--- src/rtl/dogtimer_pkg.sv ---
package dogtimer_pkg;

  localparam int REG_W     = 32;
  localparam int HOLD_CLKS = 16;

  localparam int B_RESTART = 0;
  localparam int B_RST_EN  = 1;
  localparam int B_RST_FLG = 2;
  localparam int B_IRQ_FLG = 3;
  localparam int B_ISEL_LO = 4;
  localparam int B_IRQ_EN  = 6;
  localparam int B_RUN     = 7;
  localparam int B_DIV_LO  = 10;

  typedef struct packed {
    logic [1:0] div_sel;
    logic       run;
    logic       irq_en;
    logic [1:0] isel;
    logic       rst_en;
  } dog_ctl_t;

  typedef enum logic [1:0] {
    ST_COUNT = 2'd0,
    ST_GRACE = 2'd1,
    ST_IDLE  = 2'd2
  } dog_stage_e;

endpackage

--- src/rtl/dogtimer_prescale.sv ---
module dogtimer_prescale #(
  parameter int DIV_A = 2,
  parameter int DIV_B = 16,
  parameter int DIV_C = 512
) (
  input  logic       clk,
  input  logic       rst_n,
  input  logic       run,
  input  logic       clr,
  input  logic [1:0] sel,
  output logic       tick
);
  localparam int PW = $clog2(DIV_C + 1);

  logic [PW-1:0] pcnt_q, pcnt_n;
  logic [PW-1:0] ratio_m1;

  always_comb begin
    unique case (sel)
      2'b00:   ratio_m1 = '0;
      2'b01:   ratio_m1 = PW'(DIV_A - 1);
      2'b10:   ratio_m1 = PW'(DIV_B - 1);
      default: ratio_m1 = PW'(DIV_C - 1);
    endcase
  end

  assign tick = run && (pcnt_q >= ratio_m1);

  always_comb begin
    if (clr || !run || tick) pcnt_n = '0;
    else                     pcnt_n = pcnt_q + PW'(1);
  end

  always_ff @(posedge clk or negedge rst_n) begin
    if (!rst_n) pcnt_q <= '0;
    else        pcnt_q <= pcnt_n;
  end

  // prescaled ticks never come while stopped
  assert_tick_needs_run_R4: assert property (@(posedge clk) disable iff (!rst_n)
    !run |=> (pcnt_q == '0));

endmodule

--- src/rtl/dogtimer_stages.sv ---
module dogtimer_stages
  import dogtimer_pkg::*;
#(
  parameter int BASE_TICKS  = 4,
  parameter int GRACE_TICKS = 1024
) (
  input  logic       clk,
  input  logic       rst_n,
  input  logic       run,
  input  logic       clr,
  input  logic       tick,
  input  logic [1:0] isel,
  output logic       expire,
  output logic       fire
);
  localparam int CW = $clog2(BASE_TICKS * 64 + 1);
  localparam int GW = $clog2(GRACE_TICKS + 1);

  dog_stage_e    stage_q, stage_n;
  logic [CW-1:0] cnt_q, cnt_n;
  logic [GW-1:0] gcnt_q, gcnt_n;
  logic [CW-1:0] limit_m1;
  logic          step;

  assign limit_m1 = (CW'(BASE_TICKS) << (2 * isel)) - CW'(1);
  assign step     = tick && !clr && run;
  assign expire   = step && (stage_q == ST_COUNT) && (cnt_q >= limit_m1);
  assign fire     = step && (stage_q == ST_GRACE) && (gcnt_q >= GW'(GRACE_TICKS - 1));

  always_comb begin
    stage_n = stage_q;
    cnt_n   = cnt_q;
    gcnt_n  = gcnt_q;
    if (clr || !run) begin
      stage_n = ST_COUNT;
      cnt_n   = '0;
      gcnt_n  = '0;
    end else if (expire) begin
      stage_n = ST_GRACE;
      cnt_n   = '0;
      gcnt_n  = '0;
    end else if (fire) begin
      stage_n = ST_IDLE;
      gcnt_n  = '0;
    end else if (step) begin
      if (stage_q == ST_COUNT) cnt_n  = cnt_q + CW'(1);
      if (stage_q == ST_GRACE) gcnt_n = gcnt_q + GW'(1);
    end
  end

  always_ff @(posedge clk or negedge rst_n) begin
    if (!rst_n) begin
      stage_q <= ST_COUNT;
      cnt_q   <= '0;
      gcnt_q  <= '0;
    end else begin
      stage_q <= stage_n;
      cnt_q   <= cnt_n;
      gcnt_q  <= gcnt_n;
    end
  end

  // the grace stage follows directly on an expiry
  assert_grace_after_expire_R5: assert property (@(posedge clk) disable iff (!rst_n)
    (expire && !clr) |=> (stage_q == ST_GRACE && gcnt_q == '0));

endmodule

--- src/rtl/dogtimer_rstpulse.sv ---
module dogtimer_rstpulse
  import dogtimer_pkg::*;
(
  input  logic clk,
  input  logic rst_n,
  input  logic start,
  output logic req
);
  localparam int HW = $clog2(HOLD_CLKS + 1);

  logic [HW-1:0] hold_q, hold_n;

  always_comb begin
    if (start)              hold_n = HW'(HOLD_CLKS);
    else if (hold_q != '0)  hold_n = hold_q - HW'(1);
    else                    hold_n = hold_q;
  end

  always_ff @(posedge clk or negedge rst_n) begin
    if (!rst_n) hold_q <= '0;
    else        hold_q <= hold_n;
  end

  assign req = (hold_q != '0);

  // the request lasts exactly sixteen clocks
  assert_hold_len_R5: assert property (@(posedge clk) disable iff (!rst_n)
    $fell(req) |-> $past(req, 16));

endmodule

--- src/rtl/dogtimer.sv ---
module dogtimer
  import dogtimer_pkg::*;
#(
  parameter int DIV_A       = 2,
  parameter int DIV_B       = 16,
  parameter int DIV_C       = 512,
  parameter int BASE_TICKS  = 4,
  parameter int GRACE_TICKS = 1024
) (
  input  logic        clk,
  input  logic        rst_n,
  input  logic        wr_en,
  input  logic [31:0] wr_data,
  output logic [31:0] rd_data,
  output logic        irq,
  output logic        sys_rst_req
);
  logic [1:0] rsync_q;
  logic       rst_i_n;
  dog_ctl_t   ctl_q, ctl_n;
  logic       irqf_q, irqf_n, rstf_q, rstf_n;
  logic       clr, tick, expire, fire, fire_rst;
  logic       unused_wr_bits;

  always_ff @(posedge clk or negedge rst_n) begin
    if (!rst_n) rsync_q <= 2'b00;
    else        rsync_q <= {rsync_q[0], 1'b1};
  end
  assign rst_i_n = rsync_q[1];

  assign clr = wr_en && (wr_data[B_RESTART] || !wr_data[B_RUN]);
  assign fire_rst = fire && ctl_q.rst_en;

  always_comb begin
    ctl_n = ctl_q;
    if (wr_en) begin
      ctl_n.div_sel = wr_data[B_DIV_LO +: 2];
      ctl_n.run     = wr_data[B_RUN];
      ctl_n.irq_en  = wr_data[B_IRQ_EN];
      ctl_n.isel    = wr_data[B_ISEL_LO +: 2];
      ctl_n.rst_en  = wr_data[B_RST_EN];
    end
    irqf_n = (irqf_q && !(wr_en && wr_data[B_IRQ_FLG])) || expire;
    rstf_n = (rstf_q && !(wr_en && wr_data[B_RST_FLG])) || fire_rst;
  end

  always_ff @(posedge clk or negedge rst_i_n) begin
    if (!rst_i_n) begin
      ctl_q  <= '0;
      irqf_q <= 1'b0;
      rstf_q <= 1'b0;
    end else begin
      ctl_q  <= ctl_n;
      irqf_q <= irqf_n;
      rstf_q <= rstf_n;
    end
  end

  dogtimer_prescale #(.DIV_A(DIV_A), .DIV_B(DIV_B), .DIV_C(DIV_C)) u_pre (
    .clk(clk), .rst_n(rst_i_n), .run(ctl_q.run), .clr(clr),
    .sel(ctl_q.div_sel), .tick(tick)
  );

  dogtimer_stages #(.BASE_TICKS(BASE_TICKS), .GRACE_TICKS(GRACE_TICKS)) u_stg (
    .clk(clk), .rst_n(rst_i_n), .run(ctl_q.run), .clr(clr), .tick(tick),
    .isel(ctl_q.isel), .expire(expire), .fire(fire)
  );

  dogtimer_rstpulse u_rst (
    .clk(clk), .rst_n(rst_i_n), .start(fire_rst), .req(sys_rst_req)
  );

  always_comb begin
    rd_data = '0;
    rd_data[B_DIV_LO +: 2]  = ctl_q.div_sel;
    rd_data[B_RUN]          = ctl_q.run;
    rd_data[B_IRQ_EN]       = ctl_q.irq_en;
    rd_data[B_ISEL_LO +: 2] = ctl_q.isel;
    rd_data[B_IRQ_FLG]      = irqf_q;
    rd_data[B_RST_FLG]      = rstf_q;
    rd_data[B_RST_EN]       = ctl_q.rst_en;
  end

  assign irq = irqf_q && ctl_q.irq_en;
  assign unused_wr_bits = ^{wr_data[31:12], wr_data[9:8]};

  // reset flag is visible when the request starts
  assert_rst_flag_R5: assert property (@(posedge clk) disable iff (!rst_i_n)
    $rose(sys_rst_req) |-> rd_data[B_RST_FLG]);

  // a request only starts when reset generation was enabled
  assert_rst_needs_en_R6: assert property (@(posedge clk) disable iff (!rst_i_n)
    $rose(sys_rst_req) |-> $past(ctl_q.rst_en));

  // a stopped watchdog never raises its interrupt flag
  assert_stop_quiet_R9: assert property (@(posedge clk) disable iff (!rst_i_n)
    !ctl_q.run |=> !$rose(irqf_q));

  // a restart write beats a coincident expiry
  assert_restart_wins_R10: assert property (@(posedge clk) disable iff (!rst_i_n)
    (wr_en && wr_data[B_RESTART] && !irqf_q) |=> !irqf_q);

endmodule

--- config.mk ---
export PLATFORM = sky130hd
export DESIGN_NAME = dogtimer
export DESIGN_NICKNAME = d
export VERILOG_FILES = /design/src/rtl/dogtimer_pkg.sv /design/src/rtl/dogtimer_prescale.sv /design/src/rtl/dogtimer_stages.sv /design/src/rtl/dogtimer_rstpulse.sv /design/src/rtl/dogtimer.sv
export SDC_FILE = /design/constraint.sdc
export NUM_CORES = 1
export LEC_CHECK = 0
export ABC_AREA = 1
export BUFFER_PORTS_ARGS = -buffer_cell sky130_fd_sc_hd__buf_2
export CAP_MARGIN = 20
export CORE_MARGIN = 1
export CORE_UTILIZATION = 50
export CTS_CLUSTER_SIZE = 14
export DETAILED_ROUTE_END_ITERATION = 6
export PLACE_DENSITY_LB_ADDON = 0.25
export RECOVER_POWER = 50
export SLEW_MARGIN = 20
export SYNTH_ARGS = -nofsm -noshare
export SYNTH_HDL_FRONTEND = slang
export SYNTH_SLANG_ARGS = --single-unit
export TNS_END_PERCENT = 5
--- constraint.sdc ---
create_clock -name clk -period 1.35 [get_ports clk]
set_input_delay 0.135 -clock clk [delete_from_list [all_inputs] [get_ports clk]]
set_output_delay 0.135 -clock clk [all_outputs]
set_load 0.02 [all_outputs]
# [After elaboration in Yosys (flattened, before gate mapping)]
# Cells that the tools add are included.
[word_totals] regBits=48 input_bits=35 out_inout_bits=34 elab_cells=78
[classes] add_sub_neg=5 magnitude_cmp=3 eq_ne=4 shift=1 mux=17 n_reduce_logical=35
[op_table] cell="$mux W11" n=5
[op_table] cell="$mux W9" n=5
[op_table] cell="$pmux W9 S3" n=1
[op_table] cell="$logic_and A1 B1 Y1" n=14
[op_table] cell="$add A11 B1 Y11 const B" n=1
[op_table] cell="$ge A11 B10 Y1 const B" n=1
[op_table] cell="$add A10 B1 Y10 const B" n=1
[op_table] cell="$ge A10 B9 Y1" n=1
[op_table] cell="$mux W10" n=1
[op_table] cell="$mux W5" n=2
[op_table] cell="$add A9 B1 Y9 const B" n=1
[op_table] cell="$ge A9 B9 Y1" n=1
[op_table] cell="$reduce_bool A3 Y1" n=3
[op_table] cell="$shl A3 B3 Y9 const A" n=1
[op_table] cell="$sub A9 B2 Y9 const B" n=1
[op_table] cell="$reduce_bool A4 Y1" n=2
[op_table] cell="$mux W2" n=3
[op_table] cell="$logic_not A1 Y1" n=5
[op_table] cell="$logic_or A1 B1 Y1" n=5
[op_table] cell="$reduce_bool A5 Y1" n=1
[op_table] cell="$sub A5 B1 Y5 const B" n=1
[op_table] cell="$eq A2 B1 Y1 const B" n=2
[op_table] cell="$logic_not A2 Y1" n=2
[op_table] cell="$ne A3 B2 Y1 const B" n=1
[op_table] cell="4 further kinds" n=4

# [Longest topological paths before layout]
# Gate-level depths: netlist (run 1).
[depth] depth_word=11 mapped_depth=17 ltp_nobuf=16

# [Cells and area by module]
# From an unflattened synthesis (run 1), not the netlist that was laid out.
[unflattened] hier_cells=410 area_unflattened_um2=3178.0
[by_module_without_submodules] module="dogtimer_stages" instances=1 cells_each=207 area_per_inst_um2=1527.7 seq_area_each_um2=550.5
[by_module_without_submodules] module="dogtimer_prescale" instances=1 cells_each=96 area_per_inst_um2=772.0 seq_area_each_um2=250.2
[by_module_without_submodules] module="dogtimer" instances=1 cells_each=74 area_per_inst_um2=618.1 seq_area_each_um2=275.3
[by_module_without_submodules] module="dogtimer_rstpulse" instances=1 cells_each=33 area_per_inst_um2=260.2 seq_area_each_um2=125.1

# [Least setup slack after synthesis (run 1)]
# OpenSTA, ideal clock, no wires.
[synth_timing] path_kind="register -> register" startpoint="register ctl_q, in the netlist rd_data[5]" endpoint="register u_stg.gcnt_q[2]" setup_ns=0.118 t_arrival_ns=2.193 required_ns=1.232 path_slack_ns=-0.962 stages_incl_launch_ff=17 n_path_buf=1 synth_period_minus_slack_ns=2.312 cell_sequence="dfrtp_1 > nor2_1 > inv_1 > ha_1 > ha_1 > nand2_1 > nor2_1 > nand2_1 > nand2_1 > nor2_1 > nand2_1 > inv_1 > nor2_2 > buf_4 > nor2_1 > nand3_1 > nand2_1"
[synth_between] elab_chain_len=6 elab_cells_between_ends=9 classes_between="1 x add/sub; 1 x order compare; 1 x shift; 2 x mux; 4 x reduce/logical"
[synth_lines] element="from (decl)" line="dogtimer.sv:20" source="dog_ctl_t ctl_q, ctl_n;"
[synth_lines] element="from (signal assigned)" line="dogtimer.sv:53" source="ctl_q <= ctl_n;"
[synth_lines] element="$shl A3 B3 Y9 (*)" line="dogtimer_stages.sv:25" source="assign limit_m1 = (CW'(BASE_TICKS) << (2 * isel)) - CW'(1);"
[synth_lines] element="$sub A9 B2 Y9 (*)" line="dogtimer_stages.sv:25"
[synth_lines] element="$ge A9 B9 Y1 (*)" line="dogtimer_stages.sv:27" source="assign expire = step && (stage_q == ST_COUNT) && (cnt_q >= limit_m1);"
[synth_lines] element="$logic_and A1 B1 Y1 (*)" line="dogtimer_stages.sv:27"
[synth_lines] element="$reduce_bool A4 Y1 (no source line) or $mux W11 (tied branches)"
[synth_lines] element="$reduce_and A2 Y1 (no source line) or $mux W11 (tied branches)"
[synth_lines] element="to (signal assigned)" line="dogtimer_stages.sv:59" source="gcnt_q <= gcnt_n;"
[synth_lines] element="to (decl)" line="dogtimer_stages.sv:21" source="logic [GW-1:0] gcnt_q, gcnt_n;"
# Mark *: on every way between the ends. The rest lies on a longest branch, timed or not.
# A chain may end at the register's enable or synchronous reset.

# [Worst setup path in the final report (run 1)]
[layout_timing] startpoint="register ctl_q, in the netlist rd_data[5]" endpoint="register u_stg.gcnt_q[8]"
# The elaborated chain is that of the path after synthesis.

==> impl_metrics.csv, run 1 <==
group,metric,value,unit
route,avgViaCountPerCell,4.762,
clock_network,cts_root_buf,"clkbuf_8",
outcome,outcome,"finished with violations",
yosys,netlist_area,3162,sq um
sta,slew_headroom,53.23,%
sta,setup_viol,40,
grt,grt_pass1_vias,2607,
final_layout,drive_gt1_share,29.96,%
grt,grt_usage,22.20,%
yosys,synth_flop_cell,"dfrtp_1",
die,io_pins,69,
sta,setup_tns,-24990,ps
yosys,ys_async_sr_fraction,100.0,%
setup_path,critPathMaxStageDelay,460,ps
final_layout,antenna_cells,0,
clock_network,cts.htree.levels,2,
power,ir_drop,902.3,uV
grt,antenna_found_initial,0,
route,wirelength,6.595,mm
route,detail-route-antenna-nets,0,
grt,grt_max_degree,29,
sta,fin_ws,-749.1,ps
clock_network,path_clk_slew,100,ps
setup_path,crit_type,"register to register",
route,detail_route.iter0.violations,114,
sta,skew,10.17,ps
placed_design,gp_congestion,0.8579,
hold_path,min_path_type,"input port to register",
clock_network,clock_sinks,48,
die,die_h,81.52,um
run,cap_violations,0,
die,initial_core_util,52.47,%
sta,slew_violations,0,
final_layout,final_cells,579,
sta,rsz0062_at_grt,"yes",
grt,overflow,0,
route,wire_per_inst,11.39,um
route,drcViolationCount,0,
yosys,synth.distinct_cells,33,
setup_path,path_cells,"inv_2 -> nand2_2 -> ha_4 -> ha_4 -> nand2_4 -> nor2_2 -> nand2_1 -> nand2_1 -> nor2_2 -> nand2_2 -> inv_2 -> nor2_4 -> buf_6 -> nor2_2 -> nand3_1 -> nand2_1",
die,dieWidth,81.52,um
setup_path,crit_arrival,2310,ps
route,vias,2757,
yosys,synth_edf_count,0,
sta,period_share,155.5,%
die,rows,28,
clock_network,worstSkewPairLatency,310,ps
yosys,synthCells,412,
setup_path,reg2reg_depth,16,
clock_network,cts_buffer_depth,2,
outcome,violations,"setup timing",
placed_design,dp.cells,567,
grt,grt_pass1_wl,11.23,mm
yosys,ys_warn_count,0,
final_layout,syn2layout_area_growth,27.31,%
yosys,synth_top_area_share,37.99,%
route,first_pass_iters,4,
yosys,ys_top_cells_by_count,"nand2_1 (116), dfrtp_1 (48), inv_1 (45), nor2_1 (41), nand3_1 (33)",
hold_path,min_path_cells,3,
setup_path,critPathCaptureType,"register",
placed_design,place_hpwl,4.845,mm
setup_path,worstPathRequired,1560,ps
yosys,synth_area_leaders,"dfrtp_1 (38%), nand2_1 (14%), ha_1 (8.7%)",
sta,hold_viol,0,
yosys,ys_seq_area_share,37.99,%
setup_path,start_kind,"register",
final_layout,nets,560,
sta,tightest_slew,701.6,ps
die,die_area,6646,sq um
setup_path,critPathMaxFanout,8,
sta,fmax,476.4,MHz
sta,final.min_clock_period,2099,ps
setup_path,crit_path_top_delay_cell,"dfrtp_2",
yosys,yosysMostFrequentCell,"nand2_1",
placed_design,port_buffers,23,
clock_network,cts_tree,"built",
power,powerDensity,915.0,nW/um^2
clock_network,tritoncts.num_buffers,5,
power,power_leakage,0.002192,uW
yosys,yosysTopAreaCell,"dfrtp_1",
yosys,synth.avg_cell_area,7.674,sq um
die,core_area,6026,sq um
yosys,ys_ff_latch,48,
[final cells by class]
cell class	count	area [sq um]
Inverter	52	201.4
Fill cell	520	2001
Timing Repair Buffer	92	656.9
Tap cell	75	93.84
Multi-Input combinational cell	304	1753
Clock inverter	3	46.29
Sequential cell	48	1205
Clock buffer	5	68.82
[state kept, by name, indices dropped and copies added, names as in the netlist]
name and cells:
u_pre.pcnt_q 10, rsync_q 2, u_stg.stage_q 2, irqf_q 1, u_rst.hold_q 5, rstf_q 1, u_stg.gcnt_q 11, u_stg.cnt_q 9
rd_data 7
[worst max-delay path: cells and delay by family (launching register included)]
kind / cells / cell delay, ps
buf+inv: 3 / 260
fa+ha+maj: 2 / 510
flops: 1 / 460
simple gates: 11 / 760
[power breakdown]
| part | switching (uW) | internal, uW | total [uW] |
|---|---|---|---|
| clock | 550 | 559 | 1110 |
| sequential | 88.1 | 1560 | 1650 |
| combinational | 533 | 392 | 925 |
[kinds of logic (layout without fill, tap and decap cells)]
logic type | Yosys count | after routing | share of synthesized area [%]
AO/OA/AOI/OAI | 22 | 22 | 3.680
buffers and inverters | 84 | 152 | 13.65
other | 2 | 25 | 0.2375
XOR/XNOR | 16 | 16 | 4.432
flip-flops | 48 | 48 | 37.99
AND/OR/NAND/NOR | 218 | 219 | 31.30
adder cells (fa/ha/maj) | 22 | 22 | 8.706
[placed cells by master (no fill, tap or decap), drive strengths merged, types with 8 or more instances in the layout]
cell type    n
ha          22
nand2      116
nor2        47
xor2         9
clkbuf       8
inv         52
conb        25
buf         88
nand3       37
dfrtp       48
o21ai       11
a21oi       10
[path summary, 6_finish.rpt]
check / end / slack, ps / start
setup / recovery: u_stg.gcnt_q[8] / -750 / rd_data[5]
hold / removal: rd_data[10] / 30 / wr_data[10]
setup reg to reg: u_stg.gcnt_q[8] / -750 / rd_data[5]
hold reg to reg: u_stg.gcnt_q[8] / 330 / rsync_q[1]
max in group asynchronous: u_rst.hold_q[2] / 490 / rsync_q[1]
min in group asynchronous: rsync_q[1] / 120 / rst_n
[metal layers]
| metal | wire length, um | GRT usage (%) | vias up |
|---|---|---|---|
| met1 | 3071 | 27.47 | 1268 |
| met5 | 0 | 0 | - |
| met2 | 3237 | 39.00 | 53 |
| li1 | - | - | 1428 |
| met4 | 91 | 7.500 | 0 |
| met3 | 194 | 3.556 | 8 |
[metrics by stage]
stage | instance area [sq um] | util, % | setup WS [ps] | hold slack (ps) | total power, uW
after detailed placement | 3749 | 62.21 | -913.1 | -78.97 | 2536
after global routing | 4025 | 66.80 | -933.3 | 39.97 | 3873
final | 4025 | 66.80 | -749.1 | 25.62 | 3683
after global placement | 3749 | 62.21 | -807.8 | -79.33 | 2505
after CTS | 3985 | 66.13 | -754.7 | 21.79 | 3694
after floorplan | 3269 | - | -833.2 | -160.6 | 2319
[repair_timing]
action / in CTS / in global routing
pin swaps: 14 / 9
cloned: 1 / 0
setup endpoints to repair: 40 / 40
endpoints found under the hold margin: 2 / 0
setup buffers: 1 / 1
resized for setup: 25 / 13
hold buffers: 1 / 0
No activity file was read; power rests on OpenSTA's default activity.
==> run 2: changes to the inputs <==
--- a/config.mk
+++ b/config.mk
@@ -8,6 +8,7 @@
 export ABC_AREA = 1
 export BUFFER_PORTS_ARGS = -buffer_cell sky130_fd_sc_hd__buf_2
 export CAP_MARGIN = 20
+export CORE_ASPECT_RATIO = 0.75
 export CORE_MARGIN = 1
 export CORE_UTILIZATION = 50
 export CTS_CLUSTER_SIZE = 14
==> impl_metrics.csv, run 2 (synthesis results as in run 1) <==
group,metric,value,unit
outcome,outcome,"finished with violations",
outcome,violations,"setup timing",
route,avgViaCountPerCell,4.785,
setup_path,reg2reg_depth,15,
sta,slew_violations,0,
route,drcViolationCount,0,
final_layout,final_common_cell,"nand2_1",
sta,hold_ws,25.06,ps
setup_path,crit_type,"register to register",
final_layout,regMostFlops,"u_stg.gcnt_q",
clock_network,worstSkewPairLatency,310,ps
final_layout,top_regs,"u_stg.gcnt_q (11), u_pre.pcnt_q (10), u_stg.cnt_q (9)",
placed_design,port_buffers,23,
placed_design,place_hpwl,5.325,mm
grt,grt_usage,23.53,%
power,ir_drop,1202,uV
clock_network,cts_buffer_depth,2,
clock_network,clock_sinks,48,
hold_path,min_path_cells,3,
route,detail_route.iter0.violations,123,
clock_network,tritoncts.num_buffers,5,
grt,grt_pass1_wl,12.13,mm
sta,final.min_clock_period,2114,ps
setup_path,crit_arrival,2320,ps
route,vias,2780,
sta,period_share,156.6,%
route,detail-route-antenna-nets,0,
power,power_leakage,0.002175,uW
setup_path,worstPathRequired,1550,ps
hold_path,min_path_type,"input port to register",
route,wl_met3,255,um
sta,rsz0062_at_grt,"yes",
clock_network,cts_root_buf,"clkbuf_8",
sta,tightest_slew,747.9,ps
placed_design,dp.cells,570,
die,initial_core_util,53.18,%
final_layout,layout_common_cells,"nand2_1 (106), buf_4 (61), dfrtp_1 (46), inv_1 (41), nor2_1 (35)",
placed_design,gp_congestion,0.8215,
route,wire_per_inst,12.28,um
clock_network,path_clk_slew,100,ps
route,dr.max_layer_used,"met4",
route,first_pass_iters,4,
die,die_area,6649,sq um
die,io_pins,69,
final_layout,drive_gt1_share,29.82,%
sta,slew_headroom,50.14,%
sta,fmax,473.0,MHz
clock_network,cts.htree.levels,2,
grt,grt_pass1_vias,2691,
sta,hold_viol,0,
final_layout,largest_reg_flops,11,
final_layout,final_cells,581,
die,dieWidth,93.82,um
die,rows,24,
sta,skew,10.03,ps
route,wirelength,7.132,mm
setup_path,start_kind,"register",
sta,setup_viol,40,
die,core_area,5946,sq um
final_layout,nets,559,
clock_network,cts_tree,"built",
setup_path,critPathMaxFanout,8,
route,wl_met1,3.265,mm
grt,antenna_found_initial,0,
sta,fin_ws,-764.3,ps
final_layout,antenna_cells,0,
grt,grt_max_degree,19,
setup_path,critPathCaptureType,"register",
power,powerDensity,881.5,nW/um^2
final_layout,syn2layout_area_growth,27.03,%
grt,overflow,0,
route,met2_length,3.540,mm
run,cap_violations,0,
die,die_h,70.87,um
-- run 2: critical path, cell delays in order (launching register included) --
cell and delay [ps]:
dfrtp_2 450, inv_2 80, nand2_2 70, ha_4 250, ha_4 280, nand2_4 60
nor2_2 70, nand2_1 50, nand2_1 80, nor2_2 40, nand2_2 110, nand4_4 140
nand3_4 140, inv_6 60, nand2_1 60, nand2_1 60
-- run 2: final timing paths --
check | to | from | slack [ps]
max | u_stg.gcnt_q[0] | rd_data[5] | -760
min | rd_data[10] | wr_data[10] | 30
max reg2reg | u_stg.gcnt_q[0] | rd_data[5] | -760
min reg2reg | rd_data[10] | rsync_q[1] | 310
max in group asynchronous | u_stg.gcnt_q[4] | rsync_q[1] | 210
min in group asynchronous | rsync_q[0] | rst_n | 150
-- run 2: stage by stage --
step	setup slack [ps]	setup TNS, ps	total power, uW	area [sq um]	util (%)
after floorplan	-833.2	-29000	2319	3269	-
after global placement	-808.3	-26200	2529	3765	63.32
after detailed placement	-886.4	-28430	2568	3765	63.32
final	-764.3	-24530	3540	4016	67.55
after global routing	-912.7	-29680	3739	4016	67.55
after CTS	-741.0	-24410	3545	3975	66.86
-- run 2: power breakdown --
part           switching (uW)  internal (uW)  leakage [uW]  total [uW]
combinational             543            405       0.00149         949
sequential               97.9           1560      0.000637        1660
clock                     517            416     0.0000434         933
total                    1160           2380       0.00217        3540
-- run 2: layer usage --
| layer | vias to the layer above | global-route usage, % |
|---|---|---|
| li1 | 1421 | - |
| met1 | 1296 | 31.12 |
| met2 | 55 | 40.71 |
| met3 | 8 | 3.548 |
| met4 | 0 | 5.641 |
| met5 | - | 0 |
-- run 2: what timing repair did --
action / 4_1_cts / 5_1_grt
hold buffers: 1 / 0
endpoints found under the setup margin: 40 / 40
gates resized for setup: 23 / 17
hold endpoints to repair: 2 / 0
cloned: 1 / 0
pin swaps: 11 / 13
buffers inserted: 1 / 0
-- run 2: cell type report --
class                   count  area [sq um]
clock buffers               6         82.58
clock inverters             2         15.01
fillers                   496          1929
inverters                  52         201.4
multi-input cells         304          1769
flip-flops and latches     48          1204
well taps                  78         97.59
repair buffers             91         646.9
